### config.mk
export PLATFORM = sky130hd
export DESIGN_NAME = page_write_buffer
export DESIGN_NICKNAME = d
export VERILOG_FILES = /design/src/rtl/page_write_buffer.sv
export SDC_FILE = /design/constraint.sdc
export NUM_CORES = 1
export LEC_CHECK = 0
export BUFFER_PORTS_ARGS = -buffer_cell sky130_fd_sc_hd__buf_2
export CORE_MARGIN = 2
export CORE_UTILIZATION = 61
export DETAILED_ROUTE_END_ITERATION = 8
export PLACE_DENSITY = 0.8
export SLEW_MARGIN = 20
export SYNTH_ARGS = -nofsm -noshare
export SYNTH_HDL_FRONTEND = slang
export SYNTH_SLANG_ARGS = --single-unit
### constraint.sdc
create_clock -name clk -period 2.3 [get_ports clk]
set_input_delay 0.115 -clock clk [delete_from_list [all_inputs] [get_ports clk]]
set_output_delay 0.115 -clock clk [all_outputs]
set_load 0.005 [all_outputs]
### src/rtl/page_write_buffer.sv
`timescale 1ns/1ps
module page_write_buffer #(
  parameter int ADDR_W     = 8,
  parameter int DATA_W     = 8,
  parameter int PAGE_BYTES = 16,
  parameter int CYCLE_CLKS = 64
) (
  input  logic              clk,
  input  logic              rst_n,
  input  logic              start_valid,
  input  logic [ADDR_W-1:0] start_addr,
  input  logic              byte_valid,
  input  logic [DATA_W-1:0] byte_data,
  input  logic              txn_end,
  input  logic              end_aligned,
  input  logic              wr_permit,
  output logic              arr_we,
  output logic [ADDR_W-1:0] arr_addr,
  output logic [DATA_W-1:0] arr_wdata,
  output logic              busy,
  output logic              done
);
  localparam int OFF_W  = $clog2(PAGE_BYTES);
  localparam int PAGE_W = ADDR_W - OFF_W;
  localparam int TMR_W  = $clog2(CYCLE_CLKS);

  logic [DATA_W-1:0]     lat_q [PAGE_BYTES];
  logic [PAGE_BYTES-1:0] mask_q;
  logic [PAGE_W-1:0]     page_q;
  logic [OFF_W-1:0]      ptr_q;
  logic [TMR_W-1:0]      tmr_q;
  logic                  collect_q, busy_q, done_q;

  wire              tmr_last = (tmr_q == TMR_W'(CYCLE_CLKS - 1));
  wire              accept   = collect_q && !busy_q;
  wire              commit   = accept && txn_end && end_aligned && wr_permit && (|mask_q);
  wire [OFF_W-1:0]  slot     = tmr_q[OFF_W-1:0];
  wire              in_wb    = (tmr_q < TMR_W'(PAGE_BYTES));

  assign arr_we    = busy_q && in_wb && mask_q[slot];
  assign arr_addr  = {page_q, slot};
  assign arr_wdata = lat_q[slot];
  assign busy      = busy_q;
  assign done      = done_q;

  always_ff @(posedge clk) begin
    if (!rst_n) begin
      collect_q <= 1'b0;
      mask_q    <= '0;
      page_q    <= '0;
      ptr_q     <= '0;
    end else if (!busy_q) begin
      if (start_valid) begin
        collect_q <= 1'b1;
        mask_q    <= '0;
        page_q    <= start_addr[ADDR_W-1:OFF_W];
        ptr_q     <= start_addr[OFF_W-1:0];
      end else if (txn_end) begin
        collect_q <= 1'b0;
      end else if (collect_q && byte_valid) begin
        mask_q[ptr_q] <= 1'b1;
        ptr_q         <= ptr_q + 1'b1;
      end
    end
  end

  always_ff @(posedge clk) begin
    if (!rst_n) begin
      for (int i = 0; i < PAGE_BYTES; i++) lat_q[i] <= '0;
    end else if (accept && byte_valid && !start_valid && !txn_end) begin
      lat_q[ptr_q] <= byte_data;
    end
  end

  always_ff @(posedge clk) begin
    if (!rst_n) begin
      busy_q <= 1'b0;
      done_q <= 1'b0;
      tmr_q  <= '0;
    end else begin
      done_q <= 1'b0;
      if (busy_q) begin
        if (tmr_last) begin
          busy_q <= 1'b0;
          done_q <= 1'b1;
          tmr_q  <= '0;
        end else begin
          tmr_q <= tmr_q + 1'b1;
        end
      end else if (commit) begin
        busy_q <= 1'b1;
        tmr_q  <= '0;
      end
    end
  end

  assert_no_stray_we_R10: assert property (@(posedge clk) disable iff (!rst_n)
    arr_we |-> busy);

  assert_busy_from_commit_R5: assert property (@(posedge clk) disable iff (!rst_n)
    $rose(busy) |-> $past(txn_end && end_aligned && wr_permit));

  assert_done_after_busy_R9: assert property (@(posedge clk) disable iff (!rst_n)
    $fell(busy) |-> done);

  assert_done_not_busy_R9: assert property (@(posedge clk) disable iff (!rst_n)
    done |-> !busy);

  assert_no_abort_R8: assert property (@(posedge clk) disable iff (!rst_n)
    (busy && !tmr_last) |=> busy);

  assert_page_stable_R2: assert property (@(posedge clk) disable iff (!rst_n)
    (busy && $past(busy)) |-> $stable(arr_addr[ADDR_W-1:OFF_W]));

  assert_we_ascending_R10: assert property (@(posedge clk) disable iff (!rst_n)
    (arr_we && $past(arr_we) && $past(busy)) |-> (arr_addr[OFF_W-1:0] > $past(arr_addr[OFF_W-1:0])));
endmodule

==> results.py, run 1 <==
metrics = {
    "status": {
        "status": "finished with violations",
        "failed_checks": "negative setup slack",
    },
    "die": {
        "dieHeight_um": 115.5,
        "start_util_pct": 62.82,
        "rows": 40,
        "ios": 42,
        "die_area_sq_um": 13330,
        "fp.dieW_um": 115.5,
        "placeableCoreArea_sq_um": 12060,
    },
    "timing": {
        "report.final.slew_viol_count": 0,
        "max_freq_ghz": 0.4215,
        "max-slew-margin-rel_pct": 53.19,
        "setup_repair_after_global_routing_missed_its_margin": "yes",
        "setup_viol": 8,
        "final.setup.worst_slack_ps": -72.51,
        "worst-slew-pin-transition_ps": 699.6,
        "fin_skew_ps": 6.436,
        "period_share_pct": 103.2,
        "final_hold_viols": 0,
        "final.min_clock_period_ps": 2373,
    },
    "placement": {
        "cell_area_reported_after_detailed_placement_sq_um": 8054,
        "dpl.cell_count": 743,
        "dp.final_hpwl_mm": 11.37,
        "buffer_ports.inserted": 41,
        "place_congestion": 0.8619,
    },
    "power_and_ir_drop": {
        "power_density_nw_per_um2": 733.1,
        "p_total_w": 0.006450,
        "leakage_nw": 3.255,
        "power.switching_fraction_pct": 20.83,
        "combPwrFrac_pct": 5.4,
        "total_switching_power_w": 0.001344,
        "p_seq_share_pct": 51.7,
        "p_int_w": 0.005106,
        "power.share.clock_pct": 42.9,
        "peakVddDrop_uv": 611.0,
    },
    "synthesis": {
        "seq_area_frac_synth_pct": 60.50,
        "synth_largest_type_area_fraction_pct": 50.73,
        "yosys.cell_types.count": 41,
        "synthCells": 537,
        "ys_seq_elements": 165,
        "synth_fp_nets": 565,
        "post_synth_main_area_contributors": "edfxtp_1 51%, and2_1 11%, mux4_2 9.8%",
        "synth_top_cells_by_count": "128 x and2_1, 128 x edfxtp_1, 37 x dfxtp_1, 37 x nor2_1, 33 x mux4_2",
        "postSynth.topFlopCell": "edfxtp_1",
        "syn-mean-instance-area_sq_um": 14.11,
        "synth_area_leader_cell": "edfxtp_1",
        "syn-cell-area_sq_um": 7577,
        "synth-edff-count": 128,
        "synth-warning-count": 0,
        "synth_async_sr_flop_share_pct": 0,
    },
    "clock_network": {
        "cts.clk_slew.worst_paths_ps": 60,
        "tritoncts_num_sinks": 165,
        "cts_made_buffers": 17,
        "root_buf_cell": "clkbuf_16",
        "ctsLongestPathBuffers": 2,
        "clk_latency_ps": 430,
        "cts.htree.levels": 4,
        "tritoncts": "built",
    },
    "critical_path": {
        "critical_path.cell_chain": "buf_12 -> buf_16 -> mux4_2 -> mux4_2 -> buf_6",
        "critical_path.max_stage_delay_ps": 500,
        "critical_setup_path_class": "reg -> out",
        "highest_fanout_seen_on_the_critical_path": 7,
        "cp-end-kind": "primary output",
        "timing.critical_path.buf_inv": 3,
        "cpMostUsedCell": "mux4_2",
        "setup.worst_path.start_class": "flop",
        "cp_slowest_cell": "mux4_2",
        "critical_path_required_ps": 2180,
        "worstPathArrival_ps": 2260,
        "worst_path_dominant_cell_family": "multiplexers",
    },
    "final_layout": {
        "layout.cells.non_filler": 787,
        "stdcell_area_sq_um": 8798,
        "layout_cells_sized_above_1_pct": 24.72,
        "layout-area-overhead-vs-synth_pct": 16.12,
        "insertedDiodeCount": 0,
        "nets": 634,
    },
    "route": {
        "route.top_layer_used": "met4",
        "avgRoutedWirePerCell_um": 22.49,
        "dr_wl_met3_mm": 1.598,
        "initialDrtViolationCount": 424,
        "route.met2.wl_mm": 8.916,
        "met1_length_mm": 6.687,
        "firstDrtPassIters": 5,
        "detail_route.drc_violations": 0,
        "routed_wl_mm": 17.70,
        "detail-route-antenna-nets": 0,
        "viasPerCell": 6.175,
        "route.vias.total": 4860,
    },
    "grt": {
        "grt_pass1_vias": 4780,
        "overflow": 0,
        "global_route.usage.total_pct": 28.71,
        "grt_max_degree": 33,
        "antenna_found_initial": 0,
        "grt_pass1_wl_mm": 27.41,
    },
    "run": {
        "maxCapViolCount": 0,
    },
    "min_path": {
        "hold_path.class": "in -> reg",
    },
}
==> power groups by stage <==
stage / Sequential (W) / Clock, W / Combinational (W)
2_1_floorplan: 0.00338 / 0 / 0.000197
3_3_place_gp: 0.00339 / 0 / 0.000318
3_5_place_dp: 0.00340 / 0 / 0.000327
4_1_cts: 0.00333 / 0.00278 / 0.000342
5_1_grt: 0.00334 / 0.00291 / 0.000373
6_report: 0.00333 / 0.00277 / 0.000347
==> metal layers <==
| metal | track usage, % | vias to the layer above |
|---|---|---|
| li1 | - | 2145 |
| met1 | 37.90 | 2420 |
| met2 | 46.35 | 250 |
| met3 | 7.584 | 45 |
| met4 | 10.84 | 0 |
| met5 | 0 | - |
==> registers in the layout, indices dropped and copies added, names as in the netlist, named ones only <==
register   count
lat_q        128
collect_q      1
tmr_q          6
page_q         4
ptr_q          4
mask_q        16
done           1
busy           1
==> path summary, 6_finish.rpt <==
kind	startpoint	end	slack (ps)	cells after the start
hold / removal	start_addr[1]	ptr_q[1]	50	3
hold reg to reg	page_q[2]	page_q[2]	460	2
setup / recovery	flop	arr_wdata[4]	-70	5
setup reg to reg	ptr_q[0]	lat_q[3][5]	180	4
==> worst min-delay path, stage by stage <==
cell,delay (ps)
buf_2,90
mux2i_1,130
a211oi_1,80
==> placed cells by master, fill, tap and decap left out, types with 5 or more instances in the layout <==
cell type / n
edfxtp_1: 128
dfxtp_1: 35
nand2_1: 16
nand2b_1: 10
clkbuf_16: 17
buf_2: 40
buf_4: 33
a21oi_1: 9
nand3_1: 9
nor2_1: 37
inv_1: 6
ha_1: 5
o21ai_0: 16
a31oi_1: 16
mux4_2: 39
dlygate4sd3_1: 5
mux4_1: 6
and2_1: 128
==> per-stage QoR <==
step                setup TNS, ps  hold WS [ps]  utilization, %  setup WS, ps
finish                     -404.5         47.25           72.95        -72.51
global placement                0         355.8           66.77         267.5
detailed placement              0         370.2           66.77         179.3
CTS                        -639.8         40.38           72.90        -89.54
floorplan                       0         251.0               -         292.3
global route               -946.3         55.56           72.95        -143.4
==> repair_timing <==
item	in CTS	in global routing
endpoints found under the hold margin	5	0
pin swaps	0	0
endpoints found under the setup margin	9	9
gates resized for setup	11	4
buffers inserted	3	2
gates cloned	3	0
hold buffers	5	0
==> cell families (layout without fill, tap and decap cells) <==
logic type | after synthesis | after routing | synth area share (%)
simple gates | 221 | 221 | 16.71
buf+inv | 41 | 123 | 3.005
compound gates | 58 | 58 | 4.723
flops | 165 | 165 | 60.50
fa+ha+maj | 5 | 5 | 0.8256
mux | 47 | 47 | 14.23
==> layout make-up <==
class,instances,area (sq um)
sequential,165,4592
fill,772,3263
multi-input combinational,331,2758
timing repair buffer,85,644.4
clock buffer,19,432.9
tap,168,210.2
clock inverter,13,138.9
inverter,6,22.52
(Power assumes the default switching activity.)
==> run 2, diff against run 1 <==
- CELL_PAD_IN_SITES_DETAIL_PLACEMENT: not set -> 0
- CELL_PAD_IN_SITES_GLOBAL_PLACEMENT: not set -> 1
- CORE_MARGIN: 2 -> 5
- CORE_UTILIZATION: 61 -> 51
- PLACE_DENSITY: 0.8 -> 0.83
==> run 2 against run 1 <==
The flow still finishes with violations (negative setup slack). Total power increased by 0.81%. Setup slack is essentially flat. First-iteration DRC count grew 18%. Final area is essentially flat. Utilization down 12 points. Critical path depth is 1 lower. Non-clock buffer count shrank 3. Final cell count is 1.7% higher. Largest cell class unchanged. Highest routed layer unchanged. Sequential share of layout area barely moved. Clock power grew 2%.
==> results.py, run 2 (same netlist as run 1, synthesis figures left out) <==
metrics = {
    "status": {
        "failed_checks": "negative setup slack",
        "status": "finished with violations",
    },
    "final_layout": {
        "layout_top_registers": "lat_q x128, mask_q x16, tmr_q x6",
        "layout_cells_sized_above_1_pct": 24.84,
        "largest_register_ff_count": 128,
        "nets": 631,
        "layout-area-overhead-vs-synth_pct": 16.02,
        "insertedDiodeCount": 0,
        "fill_cells": 1118,
        "layout_common_cells": "128 x and2_1, 128 x edfxtp_1, 41 x mux4_2",
        "largest_register": "lat_q",
        "stdcell_area_sq_um": 8791,
    },
    "timing": {
        "max_freq_ghz": 0.4214,
        "final.min_clock_period_ps": 2373,
        "max-slew-margin-rel_pct": 48.05,
        "hold-worst-slack_ps": 41.68,
        "final_hold_viols": 0,
        "setup_repair_after_global_routing_missed_its_margin": "yes",
        "report.final.slew_viol_count": 0,
        "worst-slew-pin-transition_ps": 776.4,
        "fin_skew_ps": 6.459,
        "final.setup.worst_slack_ps": -72.88,
        "period_share_pct": 103.2,
        "setup_viol": 8,
    },
    "critical_path": {
        "r2r_cells": 5,
        "last_element_of_the_critical_path": "arr_wdata[7]",
        "highest_fanout_seen_on_the_critical_path": 8,
        "critical_setup_path_class": "reg -> out",
        "regToRegEndpoint": "lat_q[13][2]",
        "r2r-start": "ptr_q[0]",
        "rrSetupSlack_ps": 210,
        "cp-end-kind": "primary output",
        "critical_path.max_stage_delay_ps": 540,
        "critical_path.cell_chain": "buf_16 -> mux4_2 -> mux4_2 -> buf_6",
        "cpMostUsedCell": "mux4_2",
        "critical_path_required_ps": 2180,
        "worstPathArrival_ps": 2260,
        "setup.worst_path.start_class": "flop",
        "cp_slowest_cell": "mux4_2",
    },
    "clock_network": {
        "root_buf_cell": "clkbuf_16",
        "clk_latency_ps": 420,
        "tritoncts_num_sinks": 165,
        "cts.clk_slew.worst_paths_ps": 60,
        "cts.htree.levels": 4,
        "tritoncts": "built",
        "cts_made_buffers": 17,
        "ctsLongestPathBuffers": 2,
    },
    "route": {
        "firstDrtPassIters": 5,
        "detail_route.drc_violations": 0,
        "initialDrtViolationCount": 500,
        "detail-route-antenna-nets": 0,
        "route.vias.total": 4728,
        "avgRoutedWirePerCell_um": 21.97,
        "viasPerCell": 5.910,
        "routed_wl_mm": 17.58,
    },
    "placement": {
        "buffer_ports.inserted": 41,
        "dp.final_hpwl_mm": 11.47,
        "cell_area_reported_after_detailed_placement_sq_um": 8082,
        "place_congestion": 0.9045,
        "dp_worst_setup_slack_ps": 282.9,
    },
    "grt": {
        "grt_max_degree": 33,
        "global_route.usage.total_pct": 20.96,
        "grt_pass1_wl_mm": 27.83,
        "overflow": 0,
        "grt_pass1_vias": 4924,
        "antenna_found_initial": 0,
    },
    "power_and_ir_drop": {
        "peakVddDrop_uv": 573.7,
        "p_seq_share_pct": 51.2,
        "power_density_nw_per_um2": 739.6,
        "combPwrFrac_pct": 5.2,
        "leakage_nw": 3.216,
        "total_switching_power_w": 0.001384,
        "power.switching_fraction_pct": 21.28,
        "p_total_w": 0.006502,
        "p_int_w": 0.005118,
        "power.share.clock_pct": 43.6,
    },
    "die": {
        "ios": 42,
        "placeableCoreArea_sq_um": 14530,
        "die_area_sq_um": 17400,
        "dieHeight_um": 131.9,
        "start_util_pct": 52.13,
        "rows": 44,
        "fp.dieW_um": 131.9,
    },
    "run": {
        "maxCapViolCount": 0,
    },
    "min_path": {
        "hold_path.class": "in -> reg",
    },
}
[run 2: cell types whose count changed in the layout (fill, tap and decap cells not counted), moves of 2 or more]
cell        change
mux4_1          -2
buf_12          -2
mux4_2          +2
clkinvlp_4      +5
buf_4           -2
clkinv_2        -3
[run 2: worst min-delay path by stage]
| stage | startpoint | cells after the start | end | slack (ps) |
|---|---|---|---|---|
| 3_3_place_gp | start_addr[5] | 3 | page_q[1] | 360 |
| 6_report | start_addr[0] | 3 | ptr_q[0] | 40 |
| 3_5_place_dp | start_addr[4] | 3 | page_q[0] | 370 |
| 2_1_floorplan | start_addr[4] | 2 | page_q[0] | 250 |
| 4_1_cts | start_addr[0] | 3 | ptr_q[0] | 30 |
| 5_1_grt | start_addr[2] | 3 | ptr_q[2] | 80 |
[run 2: critical path, delay by kind of cell, from the launching register on]
| kind | cells | cell delay (ps) |
|---|---|---|
| muxes | 2 | 1070 |
| DFF | 1 | 450 |
| buffers and inverters | 2 | 310 |
[run 2: stage by stage]
stage / setup TNS (ps) / utilization [%] / instances
5_1_grt: -701.3 / 60.49 / 800
3_3_place_gp: 0 / 55.60 / 760
3_5_place_dp: 0 / 55.60 / 760
4_1_cts: -570.5 / 60.39 / 799
2_1_floorplan: 0 / - / 537
6_report: -335.3 / 60.49 / 800
[run 2: layout make-up]
class | count | area (sq um) | area share [%]
Clock inverter | 14 | 161.4 | 1.836
Multi-Input combinational cell | 331 | 2735 | 31.11
Timing Repair Buffer | 82 | 620.6 | 7.059
Sequential cell | 165 | 4592 | 52.23
Clock buffer | 18 | 429.2 | 4.882
Inverter | 6 | 22.52 | 0.2562
Tap cell | 184 | 230.2 | 2.619
[run 2: layer usage]
metal / up-vias / global-route usage (%) / part of all wire (%)
met2: 174 / 35.23 / 51
met4: 0 / 8.343 / 2.3
li1: 2138 / - / -
met1: 2381 / 26.78 / 41
met3: 35 / 4.198 / 5.7
met5: - / 0 / 0
[run 2: power groups by stage]
stage                     logic (W)  registers, W  clock network [W]
after detailed placement   0.000326       0.00340                  0
after floorplan            0.000197       0.00338                  0
after global routing       0.000370       0.00334            0.00299
final                      0.000338       0.00333            0.00283
after CTS                  0.000337       0.00333            0.00285
after global placement     0.000316       0.00339                  0
[run 2: repair_timing]
action,4_1_cts,5_1_grt
endpoints found under the setup margin,9,9
hold endpoints to repair,5,0
cloned,2,1
resized for setup,5,10
setup buffers,0,0
hold buffers,5,0
